`src/rtl/wdt_pkg.sv`:
```
package wdt_pkg;
  localparam int unsigned CNT_W  = 16;
  localparam int unsigned ADDR_W = 2;

  typedef enum logic [1:0] {
    MODE_NONE = 2'b00,
    MODE_USER = 2'b01,
    MODE_LOW  = 2'b10,
    MODE_HIGH = 2'b11
  } wdt_mode_e;

  localparam logic [ADDR_W-1:0] ADDR_CTRL = 2'd0;
  localparam logic [ADDR_W-1:0] ADDR_TOV  = 2'd1;
  localparam logic [ADDR_W-1:0] ADDR_CNT  = 2'd2;

  localparam int unsigned BIT_CAUSE_WDT = 8;
  localparam int unsigned BIT_CAUSE_POR = 9;
endpackage

```
`src/rtl/wdt_counter.sv`:
```
module wdt_counter
  import wdt_pkg::*;
#(
  parameter int unsigned W = CNT_W
) (
  input  logic         clk_i,
  input  logic         rst_ni,
  input  logic [1:0]   mode_i,
  input  logic [W-1:0] toval_i,
  input  logic         refresh_i,
  output logic [W-1:0] cnt_o,
  output logic         fire_o
);
  localparam int unsigned HALF = W / 2;

  logic [W-1:0]    cnt_q, cnt_d;
  logic [HALF-1:0] lo_q, hi_q, lo_inc, hi_inc;
  logic            fired_q, fire_q;
  logic            match, hit;

  assign lo_q   = cnt_q[HALF-1:0];
  assign hi_q   = cnt_q[W-1:HALF];
  assign lo_inc = lo_q + 1'b1;
  assign hi_inc = hi_q + 1'b1;

  always_comb begin
    unique case (mode_i)
      MODE_LOW:  match = (lo_q == toval_i[HALF-1:0]);
      MODE_HIGH: match = (hi_q == toval_i[W-1:HALF]);
      default:   match = (cnt_q == toval_i);
    endcase
  end

  // one request per period: fired_q blocks until refresh or reset
  assign hit = match && !fired_q && !refresh_i;

  always_comb begin
    if (refresh_i || hit) begin
      cnt_d = '0;
    end else if (fired_q) begin
      cnt_d = cnt_q;
    end else begin
      unique case (mode_i)
        MODE_LOW:  cnt_d = {hi_q, lo_inc};
        MODE_HIGH: cnt_d = {hi_inc, {HALF{1'b0}}};
        default:   cnt_d = cnt_q + 1'b1;
      endcase
    end
  end

  always_ff @(posedge clk_i or negedge rst_ni) begin
    if (!rst_ni) begin
      cnt_q   <= '0;
      fired_q <= 1'b0;
      fire_q  <= 1'b0;
    end else begin
      cnt_q   <= cnt_d;
      fire_q  <= hit;
      fired_q <= refresh_i ? 1'b0 : (fired_q | hit);
    end
  end

  assign cnt_o  = cnt_q;
  assign fire_o = fire_q;

  a_r5_single_pulse: assert property (@(posedge clk_i) disable iff (!rst_ni)
    fire_o |=> !fire_o);

  a_r6_refresh_clears: assert property (@(posedge clk_i) disable iff (!rst_ni)
    refresh_i |=> (cnt_o == '0));

  a_r2_low_held: assert property (@(posedge clk_i) disable iff (!rst_ni)
    (mode_i == MODE_HIGH) |=> (cnt_o[HALF-1:0] == '0));

  a_r1_high_frozen: assert property (@(posedge clk_i) disable iff (!rst_ni)
    (mode_i == MODE_LOW && !refresh_i && !match) |=> $stable(cnt_o[W-1:HALF]));
endmodule

```
`src/rtl/wdt_cause.sv`:
```
module wdt_cause (
  input  logic clk_i,
  input  logic por_ni,
  input  logic fire_i,
  output logic cause_wdt_o,
  output logic cause_por_o
);
  logic wdt_q, por_q;

  // only power-on clears this storage
  always_ff @(posedge clk_i or negedge por_ni) begin
    if (!por_ni) begin
      wdt_q <= 1'b0;
      por_q <= 1'b1;
    end else if (fire_i) begin
      wdt_q <= 1'b1;
      por_q <= 1'b0;
    end
  end

  assign cause_wdt_o = wdt_q;
  assign cause_por_o = por_q;

  a_r7_cause_set: assert property (@(posedge clk_i) disable iff (!por_ni)
    fire_i |=> (cause_wdt_o && !cause_por_o));

  a_r7_exclusive: assert property (@(posedge clk_i) disable iff (!por_ni)
    !(cause_wdt_o && cause_por_o));
endmodule

```
`src/rtl/wdt_regs.sv`:
```
module wdt_regs
  import wdt_pkg::*;
#(
  parameter int unsigned W          = CNT_W,
  parameter int unsigned AW         = ADDR_W,
  parameter int unsigned WIN_CYCLES = 128
) (
  input  logic          clk_i,
  input  logic          rst_ni,
  input  logic          por_ni,
  input  logic          req_i,
  input  logic          we_i,
  input  logic [AW-1:0] addr_i,
  input  logic [W-1:0]  wdata_i,
  output logic [W-1:0]  rdata_o,
  input  logic [W-1:0]  cnt_i,
  input  logic          cause_wdt_i,
  input  logic          cause_por_i,
  output logic [1:0]    mode_o,
  output logic [W-1:0]  toval_o
);
  localparam int unsigned WIN_W = $clog2(WIN_CYCLES + 1);
  localparam logic [WIN_W-1:0] WIN_END = WIN_W'(WIN_CYCLES);

  logic [WIN_W-1:0] win_q;
  logic             win_open;
  logic [W-1:0]     toval_q;
  logic [1:0]       test_q;
  logic             wr_ctrl, wr_tov;

  assign win_open = (win_q != WIN_END);
  assign wr_ctrl  = req_i && we_i && (addr_i == ADDR_CTRL);
  assign wr_tov   = req_i && we_i && (addr_i == ADDR_TOV);

  always_ff @(posedge clk_i or negedge rst_ni) begin
    if (!rst_ni)       win_q <= '0;
    else if (win_open) win_q <= win_q + 1'b1;
  end

  always_ff @(posedge clk_i or negedge por_ni) begin
    if (!por_ni) begin
      toval_q <= '1;
      test_q  <= MODE_NONE;
    end else begin
      if (wr_tov && win_open && rst_ni) toval_q <= wdata_i;
      if (wr_ctrl && rst_ni)            test_q  <= wdata_i[1:0];
    end
  end

  always_comb begin
    rdata_o = '0;
    unique case (addr_i)
      ADDR_CTRL: begin
        rdata_o[1:0]          = test_q;
        rdata_o[BIT_CAUSE_WDT] = cause_wdt_i;
        rdata_o[BIT_CAUSE_POR] = cause_por_i;
      end
      ADDR_TOV: rdata_o = toval_q;
      ADDR_CNT: rdata_o = cnt_i;
      default:  rdata_o = '0;
    endcase
  end

  assign mode_o  = test_q;
  assign toval_o = toval_q;

  a_r4_tov_locked: assert property (@(posedge clk_i) disable iff (!rst_ni || !por_ni)
    (wr_tov && !win_open) |=> $stable(toval_o));

  a_r8_test_kept: assert property (@(posedge clk_i) disable iff (!por_ni)
    !wr_ctrl |=> $stable(mode_o));
endmodule

```
`src/rtl/wdt_bytecheck.sv`:
```
module wdt_bytecheck
  import wdt_pkg::*;
#(
  parameter int unsigned W          = CNT_W,
  parameter int unsigned AW         = ADDR_W,
  parameter int unsigned WIN_CYCLES = 128
) (
  input  logic          clk_i,
  input  logic          rst_ni,
  input  logic          por_ni,
  input  logic          req_i,
  input  logic          we_i,
  input  logic [AW-1:0] addr_i,
  input  logic [W-1:0]  wdata_i,
  output logic [W-1:0]  rdata_o,
  input  logic          refresh_i,
  output logic          wdt_rst_o,
  output logic          cause_wdt_o,
  output logic          cause_por_o
);
  logic         run_rst_n;
  logic [1:0]   mode;
  logic [W-1:0] toval, cnt;
  logic         fire;

  // counting state clears on either reset
  assign run_rst_n = rst_ni & por_ni;

  wdt_regs #(.W(W), .AW(AW), .WIN_CYCLES(WIN_CYCLES)) u_regs (
    .clk_i       (clk_i),
    .rst_ni      (run_rst_n),
    .por_ni      (por_ni),
    .req_i       (req_i),
    .we_i        (we_i),
    .addr_i      (addr_i),
    .wdata_i     (wdata_i),
    .rdata_o     (rdata_o),
    .cnt_i       (cnt),
    .cause_wdt_i (cause_wdt_o),
    .cause_por_i (cause_por_o),
    .mode_o      (mode),
    .toval_o     (toval)
  );

  wdt_counter #(.W(W)) u_cnt (
    .clk_i     (clk_i),
    .rst_ni    (run_rst_n),
    .mode_i    (mode),
    .toval_i   (toval),
    .refresh_i (refresh_i),
    .cnt_o     (cnt),
    .fire_o    (fire)
  );

  wdt_cause u_cause (
    .clk_i       (clk_i),
    .por_ni      (por_ni),
    .fire_i      (fire),
    .cause_wdt_o (cause_wdt_o),
    .cause_por_o (cause_por_o)
  );

  assign wdt_rst_o = fire;
endmodule

```
`config.mk`:
```
export PLATFORM = sky130hd
export DESIGN_NAME = wdt_bytecheck
export DESIGN_NICKNAME = d
export VERILOG_FILES = /design/src/rtl/wdt_pkg.sv /design/src/rtl/wdt_counter.sv /design/src/rtl/wdt_cause.sv /design/src/rtl/wdt_regs.sv /design/src/rtl/wdt_bytecheck.sv
export SDC_FILE = /design/constraint.sdc
export NUM_CORES = 1
export LEC_CHECK = 0
export BUFFER_PORTS_ARGS = -buffer_cell sky130_fd_sc_hd__buf_2
export CAP_MARGIN = 20
export CORE_AREA = 10 10 83 85
export DETAILED_ROUTE_END_ITERATION = 16
export DIE_AREA = 0 0 93 95
export PLACE_DENSITY = 0.76
export SLEW_MARGIN = 15
export SYNTH_ARGS = -nofsm -noshare
export SYNTH_HDL_FRONTEND = slang
export SYNTH_SLANG_ARGS = --single-unit
```
`constraint.sdc`:
```
create_clock -name clk_i -period 2.3 [get_ports clk_i]
set_input_delay 0 -clock clk_i [delete_from_list [all_inputs] [get_ports clk_i]]
set_output_delay 0 -clock clk_i [all_outputs]
set_load 0.1 [all_outputs]
```
Word-level counts from Yosys, hierarchy flattened
Index checks and enable logic that the tools add are counted.
{"block": "op_classes", "n_bitwise": 2, "n_addsub": 4, "n_reduce_logical": 13, "mux": 9, "n_eq_ne": 10}
{"op": "$mux 16", "count": 2}
{"op": "$pmux 16 s2", "count": 1}
{"op": "$add 8x1->8 const B", "count": 3}
{"op": "$pmux 6 s2", "count": 2}
{"op": "$add 16x1->16 const B", "count": 1}
{"op": "$eq 16x16->1", "count": 1}
{"op": "$eq 8x8->1", "count": 2}
{"op": "$pmux 2 s3", "count": 2}
{"op": "$logic_and 1x1->1", "count": 8}
{"op": "$ne 8x8->1 const B", "count": 1}
{"op": "$eq 2x2->1 const B", "count": 3}
{"op": "$eq 2x1->1 const B", "count": 1}
{"op": "$logic_not 1->1", "count": 2}
{"op": "$logic_not 2->1", "count": 1}
{"op": "$ne 2x1->1 const B", "count": 1}
{"op": "$ne 2x2->1 const B", "count": 1}
{"op": "$pmux 1 s2", "count": 1}
{"op": "$reduce_and 2->1", "count": 1}
{"op": "$and 1x1->1", "count": 1}
{"op": "$logic_or 1x1->1", "count": 1}
{"op": "$mux 1", "count": 1}
{"op": "$or 1x1->1", "count": 1}
{"block": "totals", "wordCells": 47, "output_inout_bits": 19, "input_bits": 24, "reg_bits": 46}

Logic depth before layout (Yosys ltp)
Gate-level depths: netlist (run 1).
{"block": "logic_depth", "depth_word": 7, "ltp_mapped": 8}

By module
From an unflattened synthesis (run 1), not the netlist that was laid out.
{"block": "unflattened", "cells_unflattened": 286, "hier_area_um2": 2915.3}
{"module": "wdt_regs", "seq_area_each_um2": 670.6, "cells_each": 114, "instances": 1, "area_per_inst_um2": 1430.1}
{"module": "wdt_counter", "seq_area_each_um2": 450.4, "cells_each": 167, "instances": 1, "area_per_inst_um2": 1412.6}
{"module": "wdt_cause", "seq_area_each_um2": 51.3, "cells_each": 4, "instances": 1, "area_per_inst_um2": 66.3}
{"module": "wdt_bytecheck", "seq_area_each_um2": 0.0, "cells_each": 1, "instances": 1, "area_per_inst_um2": 6.3}

Worst setup path before layout (run 1)
Ideal clock, no wire load.
{"block": "synth_path", "path_kind": "reg2out", "from": "register u_cause.wdt_q, in the netlist u_cause.cause_wdt_o", "to": "output port rdata_o[8]", "n_path_buf": 0, "slack_ns": -0.155, "required_ns": 2.300, "t_arrival_ns": 2.455, "stages_incl_launch_ff": 3, "cell_sequence": "dfrtp_1 a222oi_1 nor2_1"}
{"block": "synth_via", "elab_chain_len": 1}
{"element": "from (decl)", "line": "wdt_cause.sv:8", "text": "logic wdt_q, por_q;"}
{"element": "from (signal assigned)", "line": "wdt_cause.sv:13", "text": "wdt_q <= 1'b0;"}
{"element": "from (signal assigned)", "line": "wdt_cause.sv:16", "text": "wdt_q <= 1'b1;"}
{"element": "$pmux 2 s3", "line": "wdt_regs.sv:52", "text": "unique case (addr_i)"}
{"element": "to (decl)", "line": "wdt_bytecheck.sv:15", "text": "output logic [W-1:0] rdata_o,"}
No other way between the ends.

Worst setup path after layout (run 1)
{"block": "layout_path", "from": "register u_regs.toval_q[1], in the netlist u_regs.toval_o[1]", "to": "register u_cnt.cnt_q[6], in the netlist u_cnt.cnt_o[6]"}
{"block": "layout_via", "elab_chain_len": 6, "elab_cells_between_ends": 8, "classes_between": "3 x eq/ne; 2 x mux; 3 x reduce/logical"}
{"element": "from (decl)", "line": "wdt_regs.sv:27", "text": "logic [W-1:0] toval_q;"}
{"element": "from (signal assigned)", "line": "wdt_regs.sv:45", "text": "if (wr_tov && win_open && rst_ni) toval_q <= wdata_i;"}
{"element": "$eq 16x16->1 or $eq 8x8->1 (tied branches)", "line": "wdt_counter.sv:30, wdt_counter.sv:28"}
{"element": "$pmux 1 s2 (*)", "line": "wdt_counter.sv:27", "text": "unique case (mode_i)"}
{"element": "$logic_and 1x1->1 (*) (2 in series)", "line": "wdt_counter.sv:35", "text": "assign hit = match && !fired_q && !refresh_i;"}
{"element": "$logic_or 1x1->1 (*)", "line": "wdt_counter.sv:38", "text": "if (refresh_i || hit) begin"}
{"element": "$ne 2x2->1 (no source line) or $mux 16 (tied branches)"}
{"element": "to (signal assigned)", "line": "wdt_counter.sv:57", "text": "cnt_q <= cnt_d;"}
{"element": "to (decl)", "line": "wdt_counter.sv:16", "text": "logic [W-1:0] cnt_q, cnt_d;"}
Mark *: on every way between the ends. The rest lies on a longest branch, timed or not.
A chain may end at the register's enable or synchronous reset.

==> results of run 1 <==
-- cell families after synthesis --
group | after synthesis | synth area share
compound gates | 57 | 0.143
xor+xnor | 25 | 0.0829
fa+ha+maj | 8 | 0.0355
buf+inv | 28 | 0.0558
flops | 46 | 0.415
mux | 20 | 0.0793
simple gates | 95 | 0.188
-- report_power, final --
group	switching, mW	total (mW)	internal, mW
sequential	0.159	1.12	0.958
combinational	0.557	0.895	0.338
clock	0.279	0.493	0.215
total	0.995	2.51	1.51
-- path summary, 6_finish.rpt --
kind | cells after the start | slack, ns | to
setup reg to reg | 6 | 0.17 | u_cnt.cnt_o[6]
setup / recovery | 6 | 0.17 | u_cnt.cnt_o[6]
max in group asynchronous | 4 | 1.57 | u_cnt.fire_o
hold reg to reg | 1 | 0.47 | u_regs.win_q[7]
min in group clk_i | 4 | 0.23 | u_regs.mode_o[1]
hold / removal | 3 | 0.21 | u_cause.cause_wdt_o
-- layout by cell type, fill, tap and decap left out, types with 3 or more instances in the layout --
cell            n
a21o_1          4
mux2_2         19
nand4_1         7
buf_2          42
o21ai_1         3
nand2_1        18
a21oi_1         7
inv_1           9
nand3_1        13
dfrtp_1        29
nor2_1         14
and3_1         13
dlygate4sd3_1  19
buf_4          11
clkbuf_8        5
a31oi_1         7
nor2b_1        13
nand2b_1        3
dfstp_2        17
a222oi_1        4
o21ai_0         7
a22oi_1        12
ha_1            8
xnor2_1        23
-- through the flow --
step	area [um2]	util
3_5_place_dp	3080	0.578
3_3_place_gp	3080	0.578
4_1_cts	3360	0.630
6_report	3360	0.630
2_1_floorplan	2830	-
5_1_grt	3360	0.630
-- cell usage after synthesis (all sizes together), types with 3 or more instances --
master	count
a31oi	7
a22oi	12
nand2	18
nor2b	13
a21oi	7
xnor2	25
clkbuf	8
buf	11
ha	8
nand4	9
mux2	19
and3	13
nor2	15
dfrtp	29
nand3	13
dfstp	17
nand2b	3
inv	9
a21o	4
nor4	3
o21ai	10
a222oi	4
-- flip-flops by register name, indices dropped and copies added, names as in the netlist --
signal and flops:
u_regs.toval_o 16, u_regs.win_q 8, u_cnt.fire_o 1, u_cause.cause_por_o 1
u_cnt.fired_q 1, u_cause.cause_wdt_o 1, u_regs.mode_o 2, u_cnt.cnt_o 16
-- layer usage --
metal	wire, um	GRT usage	vias up
met5	0	0	-
met4	97	0.0604	0
met3	314	0.0397	10
met2	3650	0.287	50
met1	3130	0.201	1194
li1	-	-	1125
-- final cells by class --
cell class,count,area [um2]
clock buffers,6,72.6
multi-input cells,205,1500
repair buffers,72,483
fillers,443,1980
flip-flops and latches,46,1170
clock inverters,2,13.8
inverters,9,33.8
well taps,72,90.1
-- tightest hold or removal path, stage by stage --
cell and delay (ns):
dlygate4sd3_1 0.54, buf_2 0.11, buf_4 0.26
==> impl_metrics.tcl, run 1 <==
set metrics [dict create \
    dieArea_um2 8840 \
    startpoint "u_regs.toval_o[1]" \
    r2r_start "u_regs.toval_o[1]" \
    syn2layout_area_growth_pct 19.1 \
    syn_nets 311 \
    die_w_um 93 \
    dp_slack_ns 0.198 \
    cts_buffers 5 \
    cp_cell_sequence "xnor2_1 > nand4_2 > nor4_4 > o22ai_2 > and3_1 > a221o_1" \
    clk_path_buf_depth 2 \
    fin_cells 412 \
    maxCapViolCount 0 \
    vias_per_cell 5.77 \
    ys_async_sr_fraction 1.00 \
    ctsHoldBuffers 19 \
    crit_family "simple AND/OR/NAND/NOR gates" \
    grt_max_degree 27 \
    holdWs_ns 0.213 \
    grtUsageTotal 0.168 \
    portBuffers 42 \
    core_area_um2 5340 \
    crit_buf_inv 0 \
    clockRootBuffer "clkbuf_8" \
    drive_above_1_share 0.312 \
    place_congestion 0.872 \
    clkTransAtPathRegs_ns 0.09 \
    drtAntennaViolNets 0 \
    grt_pass1_wl_mm 12.0 \
    die_y_um 95 \
    netlist.area_leader.share 0.257 \
    place_inst 385 \
    synthTopCellsByArea "dfrtp_1 26%, dfstp_2 16%, mux2_2 7.6%" \
    yosys_warnings 0 \
    hp-class "in2async" \
    synth-seq-cells 46 \
    synth-main-ff-cell "dfrtp_1" \
    setup_tns_ns 0 \
    grt_pass1_vias 2486 \
    hold_viol 0 \
    dr.pass1.iters 4 \
    drt_iter0_markers 199 \
    irDropWorstVdd_v 0.000477 \
    end_kind "flop" \
    crit_required_ns 2.49 \
    htreeDepth 2 \
    power.density_nw_per_um2 746 \
    drv_slew 0 \
    setup_slack_ns 0.170 \
    routedWlPerCell_um 17.5 \
    std_cell_rows 27 \
    syn_area_um2 2820 \
    cp_slowest_cell "dfstp_2" \
    yosysTopAreaCell "dfrtp_1" \
    setup_viol 0 \
    n_antenna_cell 0 \
    ctsResizeCount 0 \
    drt_wl_total_mm 7.19 \
    synth-edff-count 0 \
    synth.distinct_cells 46 \
    post_cts_buffers 0 \
    status "finished clean" \
    fin_nets 371 \
    initial_core_util 0.529 \
    cp_max_fo 5 \
    avgSynthCellArea_um2 10.1 \
    post-route-period-util 0.926 \
    p_leak_nw 1.48 \
    drc_errors 0 \
    vias 2379 \
    io_pins 43 \
    post-dp-hpwl_mm 5.30 \
    skew_ns 0.0118 \
    cts_tree "built" \
    worst_pin_slew_ns 0.811 \
    fin_crit_ns 2.13 \
    netlist_instances 279 \
    cpPeakStageDelay_ns 0.57 \
    timing.fmax_mhz 469 \
    antenna_found_initial 0 \
    grt_overflow 0 \
    maxSlewHeadroom 0.459 \
    startpoint_type "flop" \
    critPathKind "reg2reg" \
    cts_sinks 46 \
    yosysSeqAreaShare 0.415 \
    rsz0062_at_grt "false" \
    crit_arrival_ns 2.32 \
    insertion_delay_ns 0.31 \
    power_mw 2.51 \
]
Note: power is estimated with default switching activity, not from simulation.
==> inputs of run 2 (changes only) <==
--- a/config.mk
+++ b/config.mk
@@ -7,10 +7,12 @@
 export LEC_CHECK = 0
 export BUFFER_PORTS_ARGS = -buffer_cell sky130_fd_sc_hd__buf_2
 export CAP_MARGIN = 20
-export CORE_AREA = 10 10 83 85
+export CELL_PAD_IN_SITES_DETAIL_PLACEMENT = 1
+export CELL_PAD_IN_SITES_GLOBAL_PLACEMENT = 1
+export CORE_AREA = 10 10 92 94
 export DETAILED_ROUTE_END_ITERATION = 16
-export DIE_AREA = 0 0 93 95
-export PLACE_DENSITY = 0.76
+export DIE_AREA = 0 0 102 104
+export PLACE_DENSITY_LB_ADDON = 0.1
 export SLEW_MARGIN = 15
 export SYNTH_ARGS = -nofsm -noshare
 export SYNTH_HDL_FRONTEND = slang
==> run 2 against run 1 <==
Against the previous run: flip-flop and latch count stayed put; cell count grew 4.9%; global-route usage shrank 0.31 points; combinational power up 11%; sequential share of layout area decreased by 1.3 points; cell area rose by 3.9%; via count up 2.8%.
==> impl_metrics.tcl, run 2 (synthesized netlist as in run 1, its figures left out) <==
set metrics [dict create \
    status "finished clean" \
    insertion_delay_ns 0.31 \
    timing.fmax_mhz 453 \
    antenna_found_initial 0 \
    rsz0062_at_grt "false" \
    n_antenna_cell 0 \
    portBuffers 42 \
    reg2reg_depth 6 \
    grt_max_degree 27 \
    std_cell_rows 30 \
    r2r_start "u_regs.toval_o[1]" \
    fillers 768 \
    rr_endpoint "u_cnt.cnt_o[6]" \
    fin_nets 383 \
    critPathKind "reg2reg" \
    startpoint_type "flop" \
    drt_wl_total_mm 8.25 \
    drv_slew 0 \
    vias 2446 \
    clkTransAtPathRegs_ns 0.10 \
    clockRootBuffer "clkbuf_8" \
    routedWlPerCell_um 19.1 \
    io_pins 43 \
    vias_per_cell 5.66 \
    final_common_cell "buf_2" \
    cp_max_fo 12 \
    syn2layout_area_growth_pct 23.8 \
    end_kind "flop" \
    htreeDepth 2 \
    post-dp-hpwl_mm 6.02 \
    place_congestion 0.801 \
    setup_tns_ns 0 \
    grtUsageTotal 0.165 \
    grt_pass1_vias 2605 \
    grt_overflow 0 \
    drc_errors 0 \
    place_inst 403 \
    drtAntennaViolNets 0 \
    fin_cells 432 \
    initial_core_util 0.422 \
    skew_ns 0.00969 \
    cts_tree "built" \
    core_area_um2 6680 \
    irDropWorstVdd_v 0.000656 \
    dr.pass1.iters 4 \
    power.density_nw_per_um2 774 \
    maxCapViolCount 0 \
    worst_pin_slew_ns 0.796 \
    hold_viol 0 \
    hp-class "in2async" \
    clk_path_buf_depth 2 \
    crit_arrival_ns 2.41 \
    post-route-period-util 0.960 \
    p_leak_nw 1.56 \
    die_y_um 104 \
    final_core_util 0.523 \
    cts_buffers 5 \
    cts_sinks 46 \
    fin_crit_ns 2.21 \
    drt_iter0_markers 150 \
    regArea_um2 1170 \
    maxSlewHeadroom 0.469 \
    die_w_um 102 \
    reg2reg_setup_slack_ns 0.09 \
    crit_required_ns 2.50 \
    dieArea_um2 10600 \
    drive_above_1_share 0.338 \
    power_mw 2.70 \
    grt_pass1_wl_mm 14.1 \
    multi_input_area_um2 1500 \
    setup_viol 0 \
    most-common-layout-cells "42 x buf_2, 29 x dfrtp_1, 23 x xnor2_1, 23 x buf_4" \
]
run 2: cell count changes in the layout (fill, tap and decap cells not counted):
| cell | previous run | this run |
|---|---|---|
| clkinv_4 | 1 | 0 |
| o22ai_4 | 0 | 1 |
| bufinv_16 | 0 | 1 |
| clkinv_2 | 1 | 0 |
| buf_4 | 11 | 23 |
| inv_4 | 0 | 2 |
| clkbuf_1 | 1 | 0 |
| o22ai_2 | 1 | 0 |
run 2: worst max-delay path, stage by stage, from the launching register on:
cell and delay, ns:
dfstp_2 0.56, xnor2_1 0.15, nand4_2 0.22, nor4_4 0.48, o22ai_4 0.21, and3_1 0.21
a221o_1 0.25
run 2: metrics by stage:
step	area, um2	worst slack [ns]	hold slack, ns
floorplan	2830	0.0426	-0.296
global placement	3170	0.153	-0.0150
detailed placement	3170	0.106	-0.00332
CTS	3470	0.0788	0.182
global route	3490	0.000896	0.230
finish	3490	0.0914	0.176
run 2: metal layers:
metal / up-vias / global-route usage / wire length, um
met5: - / 0 / 0
met4: 0 / 0.0403 / 102
met3: 11 / 0.0399 / 477
met2: 72 / 0.253 / 3860
met1: 1211 / 0.224 / 3820
li1: 1152 / - / -
run 2: final cells by class:
cell class / count / area share
timing repair buffer: 84 / 0.164
inverter: 9 / 0.00967
sequential: 46 / 0.336
multi-input combinational: 205 / 0.430
clock inverter: 3 / 0.0122
tap: 80 / 0.0287
clock buffer: 5 / 0.0197
run 2: worst max path at each step:
stage / endpoint / cells past startpoint / start / slack, ns
2_1_floorplan: rdata_o[9] / 2 / u_cause.cause_por_o / 0.04
3_3_place_gp: u_cnt.cnt_o[6] / 6 / u_regs.toval_o[1] / 0.15
3_5_place_dp: u_cnt.cnt_o[6] / 6 / u_regs.toval_o[1] / 0.11
4_1_cts: u_cnt.cnt_o[6] / 6 / u_regs.toval_o[1] / 0.08
5_1_grt: u_cnt.cnt_o[6] / 6 / u_regs.toval_o[1] / 0.0009
6_report: u_cnt.cnt_o[6] / 6 / u_regs.toval_o[1] / 0.09
run 2: what timing repair did:
item,CTS,global route
endpoints found under the setup margin,0,1
setup buffers,0,2
gates resized for setup,0,1
endpoints found under the hold margin,67,0
hold buffers,19,0
run 2: power by group:
| part | switching (mW) | leakage, nW | internal, mW |
|---|---|---|---|
| Clock | 0.302 | 0.0590 | 0.326 |
| Combinational | 0.622 | 0.940 | 0.369 |
| Sequential | 0.126 | 0.560 | 0.959 |
